--- config.mk ---
export PLATFORM = sky130hd
export DESIGN_NAME = strobe_watchdog
export DESIGN_NICKNAME = d
export VERILOG_FILES = /design/src/rtl/swd_pkg.sv /design/src/rtl/swd_strobe_sync.sv /design/src/rtl/swd_period_sel.sv /design/src/rtl/swd_tick_counter.sv /design/src/rtl/strobe_watchdog.sv
export SDC_FILE = /design/constraint.sdc
export NUM_CORES = 1
export LEC_CHECK = 0
export ABC_AREA = 1
export BUFFER_PORTS_ARGS = -buffer_cell sky130_fd_sc_hd__buf_2
export CAP_MARGIN = 10
export CORE_UTILIZATION = 30
export CTS_BUF_LIST = sky130_fd_sc_hd__clkbuf_2 sky130_fd_sc_hd__clkbuf_4 sky130_fd_sc_hd__clkbuf_8
export DETAILED_ROUTE_END_ITERATION = 10
export PLACE_DENSITY_LB_ADDON = 0.2
export SYNTH_ARGS = -nofsm -noshare
export SYNTH_HDL_FRONTEND = slang
export SYNTH_HIERARCHICAL = 1
export SYNTH_SLANG_ARGS = --single-unit
--- constraint.sdc ---
create_clock -name clk -period 2.75 [get_ports clk]
set_clock_uncertainty 0.15 [all_clocks]
set_input_delay 0.1375 -clock clk [delete_from_list [all_inputs] [get_ports clk]]
set_output_delay 0.1375 -clock clk [all_outputs]
set_load 0.005 [all_outputs]
--- src/rtl/swd_pkg.sv ---
package swd_pkg;
  typedef enum logic [1:0] {
    SEL_SHORT = 2'b00,
    SEL_MID   = 2'b01,
    SEL_LONG  = 2'b10,
    SEL_SPARE = 2'b11
  } period_sel_e;
endpackage

--- src/rtl/swd_strobe_sync.sv ---
// Synchronizes the asynchronous strobe and flags falling edges at clock rate.
module swd_strobe_sync #(
  parameter int SYNC_STAGES = 2
) (
  input  logic clk,
  input  logic rst,
  input  logic strobe_async,
  output logic fall_o
);
  // chain[0..SYNC_STAGES-1] synchronize, chain[SYNC_STAGES] holds previous value
  logic [SYNC_STAGES:0] chain;
  logic                 fall_q;

  always_ff @(posedge clk) begin
    if (rst) chain[0] <= 1'b1;
    else     chain[0] <= strobe_async;
  end

  for (genvar i = 1; i <= SYNC_STAGES; i++) begin : g_stage
    always_ff @(posedge clk) begin
      if (rst) chain[i] <= 1'b1;
      else     chain[i] <= chain[i-1];
    end
  end

  always_ff @(posedge clk) begin
    if (rst) fall_q <= 1'b0;
    else     fall_q <= chain[SYNC_STAGES] & ~chain[SYNC_STAGES-1];
  end

  assign fall_o = fall_q;

  // a single falling edge yields a single restart pulse
  a_r4_fall_single: assert property (@(posedge clk) disable iff (rst)
    fall_q |=> !fall_q);
endmodule

--- src/rtl/swd_period_sel.sv ---
// Registers the timeout limit chosen by the 2-bit select.
module swd_period_sel
  import swd_pkg::*;
#(
  parameter int SHORT_MS = 150,
  parameter int MID_MS   = 600,
  parameter int LONG_MS  = 1200,
  parameter int CNT_W    = 11
) (
  input  logic             clk,
  input  logic             rst,
  input  logic [1:0]       sel_in,
  output logic [CNT_W-1:0] limit_o
);
  logic [CNT_W-1:0] limit_d;
  logic [CNT_W-1:0] limit_q;

  always_comb begin
    case (period_sel_e'(sel_in))
      SEL_SHORT: limit_d = CNT_W'(SHORT_MS);
      SEL_LONG:  limit_d = CNT_W'(LONG_MS);
      default:   limit_d = CNT_W'(MID_MS);
    endcase
  end

  always_ff @(posedge clk) begin
    if (rst) limit_q <= CNT_W'(MID_MS);
    else     limit_q <= limit_d;
  end

  assign limit_o = limit_q;

  // the registered limit is always one of the three presets
  a_r2_limit_legal: assert property (@(posedge clk) disable iff (rst)
    (limit_q == CNT_W'(SHORT_MS)) || (limit_q == CNT_W'(MID_MS)) ||
    (limit_q == CNT_W'(LONG_MS)));
endmodule

--- src/rtl/swd_tick_counter.sv ---
// Counts millisecond ticks since the last restart and pulses on expiry.
module swd_tick_counter #(
  parameter int CNT_W     = 11,
  parameter int MAX_LIMIT = 1200
) (
  input  logic             clk,
  input  logic             rst,
  input  logic             hold,
  input  logic             tick,
  input  logic             restart,
  input  logic [CNT_W-1:0] limit,
  output logic             expire_o
);
  logic [CNT_W-1:0] cnt;
  logic             expire_q;
  logic             at_limit;

  assign at_limit = (cnt >= (limit - 1'b1));

  always_ff @(posedge clk) begin
    if (rst || hold) begin
      cnt      <= '0;
      expire_q <= 1'b0;
    end else begin
      expire_q <= 1'b0;
      if (restart) begin
        cnt <= '0;
      end else if (tick) begin
        if (at_limit) begin
          cnt      <= '0;
          expire_q <= 1'b1;
        end else begin
          cnt <= cnt + 1'b1;
        end
      end
    end
  end

  assign expire_o = expire_q;

  // expiry pulse lasts a single clock
  a_r3_single_pulse: assert property (@(posedge clk) disable iff (rst)
    expire_q |=> !expire_q);
  // hold keeps the count cleared and blocks expiry
  a_r6_hold_clears: assert property (@(posedge clk) disable iff (rst)
    hold |=> (cnt == '0) && !expire_q);
  // a restart clears the count
  a_r4_restart_clears: assert property (@(posedge clk) disable iff (rst)
    (restart && !hold) |=> (cnt == '0));
  // without a tick the count does not move and nothing expires
  a_r3_idle_stable: assert property (@(posedge clk) disable iff (rst)
    (!tick && !restart && !hold) |=> $stable(cnt) && !expire_q);
  // the count stays below the longest period
  a_r2_bound: assert property (@(posedge clk) disable iff (rst)
    cnt < CNT_W'(MAX_LIMIT));
endmodule

--- src/rtl/strobe_watchdog.sv ---
module strobe_watchdog #(
  parameter int SHORT_MS    = 150,
  parameter int MID_MS      = 600,
  parameter int LONG_MS     = 1200,
  parameter int SYNC_STAGES = 2
) (
  input  logic       clk,
  input  logic       rst,
  input  logic       tick_ms,
  input  logic       strobe_n,
  input  logic [1:0] period_sel,
  input  logic       hold_reset,
  output logic       expire_o
);
  localparam int CNT_W = $clog2(LONG_MS + 1);

  logic             fall;
  logic [CNT_W-1:0] limit;

  swd_strobe_sync #(.SYNC_STAGES(SYNC_STAGES)) u_sync (
    .clk(clk), .rst(rst), .strobe_async(strobe_n), .fall_o(fall)
  );

  swd_period_sel #(
    .SHORT_MS(SHORT_MS), .MID_MS(MID_MS), .LONG_MS(LONG_MS), .CNT_W(CNT_W)
  ) u_period (
    .clk(clk), .rst(rst), .sel_in(period_sel), .limit_o(limit)
  );

  swd_tick_counter #(.CNT_W(CNT_W), .MAX_LIMIT(LONG_MS)) u_count (
    .clk(clk), .rst(rst), .hold(hold_reset), .tick(tick_ms),
    .restart(fall), .limit(limit), .expire_o(expire_o)
  );

  // no expiry while in reset
  a_r1_reset_quiet: assert property (@(posedge clk) rst |=> !expire_o);
endmodule

==> results.json <==
{
  "synthXorXnorAreaFrac": 0.1212,
  "rsz0062_at_grt": "no",
  "synth-warning-count": 6,
  "htree_levels": 1,
  "cp.depth": 14,
  "antenna_found_initial": 0,
  "worst_path_max_delay_cell": "dfxtp_1",
  "start_util": 0.3184,
  "endpoint": "u_count/cnt[1]$_SDFFE_PP0P_",
  "ant_nets": 0,
  "end_kind": "flip-flop",
  "async_flop_share": 0,
  "fin_crit_ps": 2202,
  "cts_root_buffer": "clkbuf_8",
  "post-place-ws_ps": 550.6,
  "worstPathRequired_ps": 2790,
  "portBuffers": 7,
  "syn_inst": 174,
  "r2r_slack_ps": 550,
  "synth_edf_count": 0,
  "drc": 0,
  "die_w_um": 67.86,
  "p_leak_uw": 0.0006623,
  "wl_mm": 2.255,
  "stdcell_area_mm2": 0.001450,
  "cts_resized": 0,
  "crit_top_cell": "nand2_1",
  "grtUsageTotal": 0.1186,
  "grt_pass1_wl_mm": 4.043,
  "power_density_mw_per_mm2": 387.5,
  "ys.flop_type": "dfxtp_1",
  "synth_top_family_by_area": "simple AND/OR/NAND/NOR gates",
  "setup.worst_path.start": "u_period/limit_o[2]$_SDFF_PP0_",
  "crit_arrival_ps": 2240,
  "synth_area_leaders": "dfxtp_1, ha_1, nand2_1, inv_1, nor2_1",
  "r2r.worst_path.cells": 14,
  "yosysMostFrequentCell": "nand2_1",
  "status": "finished clean",
  "yosys.area_share.simple": 0.2885,
  "maxCapViolCount": 0,
  "whs_ps": 21.66,
  "finalCritPeriodShare": 0.8007,
  "irDropWorstVdd_uv": 279.2,
  "path_buf_inv": 2,
  "vias_per_cell": 4.380,
  "antenna_cells": 0,
  "synth.distinct_cells": 24,
  "cp_max_fo": 11,
  "final_layout_size_suffix_gt1_frac": 0.1196,
  "synth_top_area_cell": "dfxtp_1",
  "cts_tree": "done",
  "synthMuxAreaShare": 0.007692,
  "ioPinCount": 8,
  "cp_slowest_stage_delay_ps": 420,
  "clkLatencyLatePin_ps": 260,
  "rows": 23,
  "synth-compound-area-share": 0.02019,
  "avgRoutedWirePerCell_um": 9.637,
  "setup_viol": 0,
  "start_kind": "flip-flop",
  "synth_top_area_share": 0.3077,
  "cts.reportedPaths.clkPinSlew_ps": 70,
  "core_mm2": 0.004086,
  "setup_tns_ps": 0,
  "grt_pass1_vias": 960,
  "dpl.hpwl_mm": 1.830,
  "worstPathCellList": "inv_1, ha_1, nand2_1, xor2_1, ha_1, nand2_1, inv_1, nand2_1, nor2_1, nand2_1, nand2_1, o21bai_2, nand2_2, nor2_1",
  "finalMaxSlewViolations": 0,
  "grt_overflow": 0,
  "cts_sinks": 20,
  "grt_max_degree": 12,
  "synth_adder_area_share": 0.1250,
  "hp-class": "in2reg",
  "cpLargestDelayFamily": "simple AND/OR/NAND/NOR gates",
  "vias": 1025,
  "die-height_um": 67.86,
  "dieArea_mm2": 0.004605,
  "synth_common_cells": "nand2_1, inv_1, nor2_1",
  "dr.pass1.iters": 4,
  "syn_area_per_cell_um2": 7.478,
  "timing.rr.start": "u_period/limit_o[2]$_SDFF_PP0_",
  "clk_path_buf_depth": 2,
  "setup_slack_ps": 548.1,
  "yosysSeqAreaShare": 0.3077,
  "syn2layout_area_growth_pct": 11.44,
  "drt_iter0_drc": 14,
  "r2r-end": "u_count/cnt[1]$_SDFFE_PP0P_",
  "nets": 206,
  "synthesis.area_mm2": 0.001301,
  "hold_viol": 0,
  "gp_congestion": 0.7227,
  "critical_path_class": "reg2reg",
  "ys_ff_latch": 20,
  "fmax_mhz": 454.2,
  "place_area_mm2": 0.001339,
  "cts_buffers": 3
}
-- sequential cells by signal (all words and copies together) (netlist names) --
register,count
u_sync/fall_o,1
u_count/cnt,11
u_count/expire_o,1
u_period/limit_o,4
u_sync/chain,3
-- cell families after synthesis --
logic type	count (synthesis)
adder cells (fa/ha/maj)	13
AO/OA/AOI/OAI	4
flip-flops	20
AND/OR/NAND/NOR	82
XOR/XNOR	18
multiplexers	1
other	2
buffers and inverters	34
-- cell type report --
cell class	count	area [um^2]
multi-input cells	121	743.2
inverters	26	97.59
flip-flops and latches	20	400.4
clock buffers	3	41.29
fillers	450	2636
well taps	50	62.56
repair buffers	14	105.1
-- metrics by stage --
step | util | power, uW | cells
2_1_floorplan | - | 361.3 | 175
3_5_place_dp | 0.3276 | 369.8 | 224
5_1_grt | 0.3549 | 593.9 | 234
4_1_cts | 0.3549 | 572.6 | 234
3_3_place_gp | 0.3276 | 367.3 | 224
6_report | 0.3549 | 561.9 | 234
-- cells in the final DEF (no fill, tap or decap), drive strengths merged, types with 3 or more instances in the layout --
cell type / instances
nand4: 3
inv: 26
or2: 3
ha: 13
a21oi: 3
xnor2: 9
nand3: 4
nor2: 29
nand2: 35
conb: 3
nor3: 4
dlygate4sd3: 7
dfxtp: 20
xor2: 9
clkbuf: 3
buf: 7
-- timing repair --
action                                 in CTS  in global routing
hold buffers                                7                  0
endpoints found under the hold margin       7                  0
buffers inserted                            0                  0
-- where the power goes --
| group | switching [uW] | total, uW | internal [uW] |
|---|---|---|---|
| Clock | 93.8 | 191 | 97.5 |
| Sequential | 6.07 | 301 | 295 |
| Combinational | 37.3 | 69.2 | 31.9 |
| Total | 137 | 562 | 425 |
-- layer usage --
metal | vias up | global-route usage | routed length (um) | share of wire
met5 | - | 0 | 0 | 0
met4 | 0 | 0.02344 | 11 | 0.0049
met3 | 2 | 0.03500 | 60 | 0.027
met2 | 13 | 0.2141 | 1102 | 0.49
met1 | 467 | 0.1377 | 1080 | 0.48
li1 | 543 | - | - | -
-- tightest hold or removal path: cells and delay by family --
kind	cells	cell delay (ps)
buf+inv	2	130
simple gates	2	110
-- worst min path at each step --
| stage | from | endpoint | slack, ps | cells after the start |
|---|---|---|---|---|
| 2_1_floorplan | period_sel[1] | u_period/limit_o[2]$_SDFF_PP0_ | 50 | 1 |
| 3_3_place_gp | period_sel[1] | u_period/limit_o[2]$_SDFF_PP0_ | 170 | 2 |
| 3_5_place_dp | strobe_n | u_sync/chain[0]$_SDFF_PP1_ | 170 | 2 |
| 4_1_cts | hold_reset | u_count/expire_o$_SDFF_PP0_ | 20 | 4 |
| 5_1_grt | hold_reset | u_count/expire_o$_SDFF_PP0_ | 30 | 4 |
| 6_report | hold_reset | u_count/expire_o$_SDFF_PP0_ | 20 | 4 |
No activity file was read; power rests on OpenSTA's default activity.
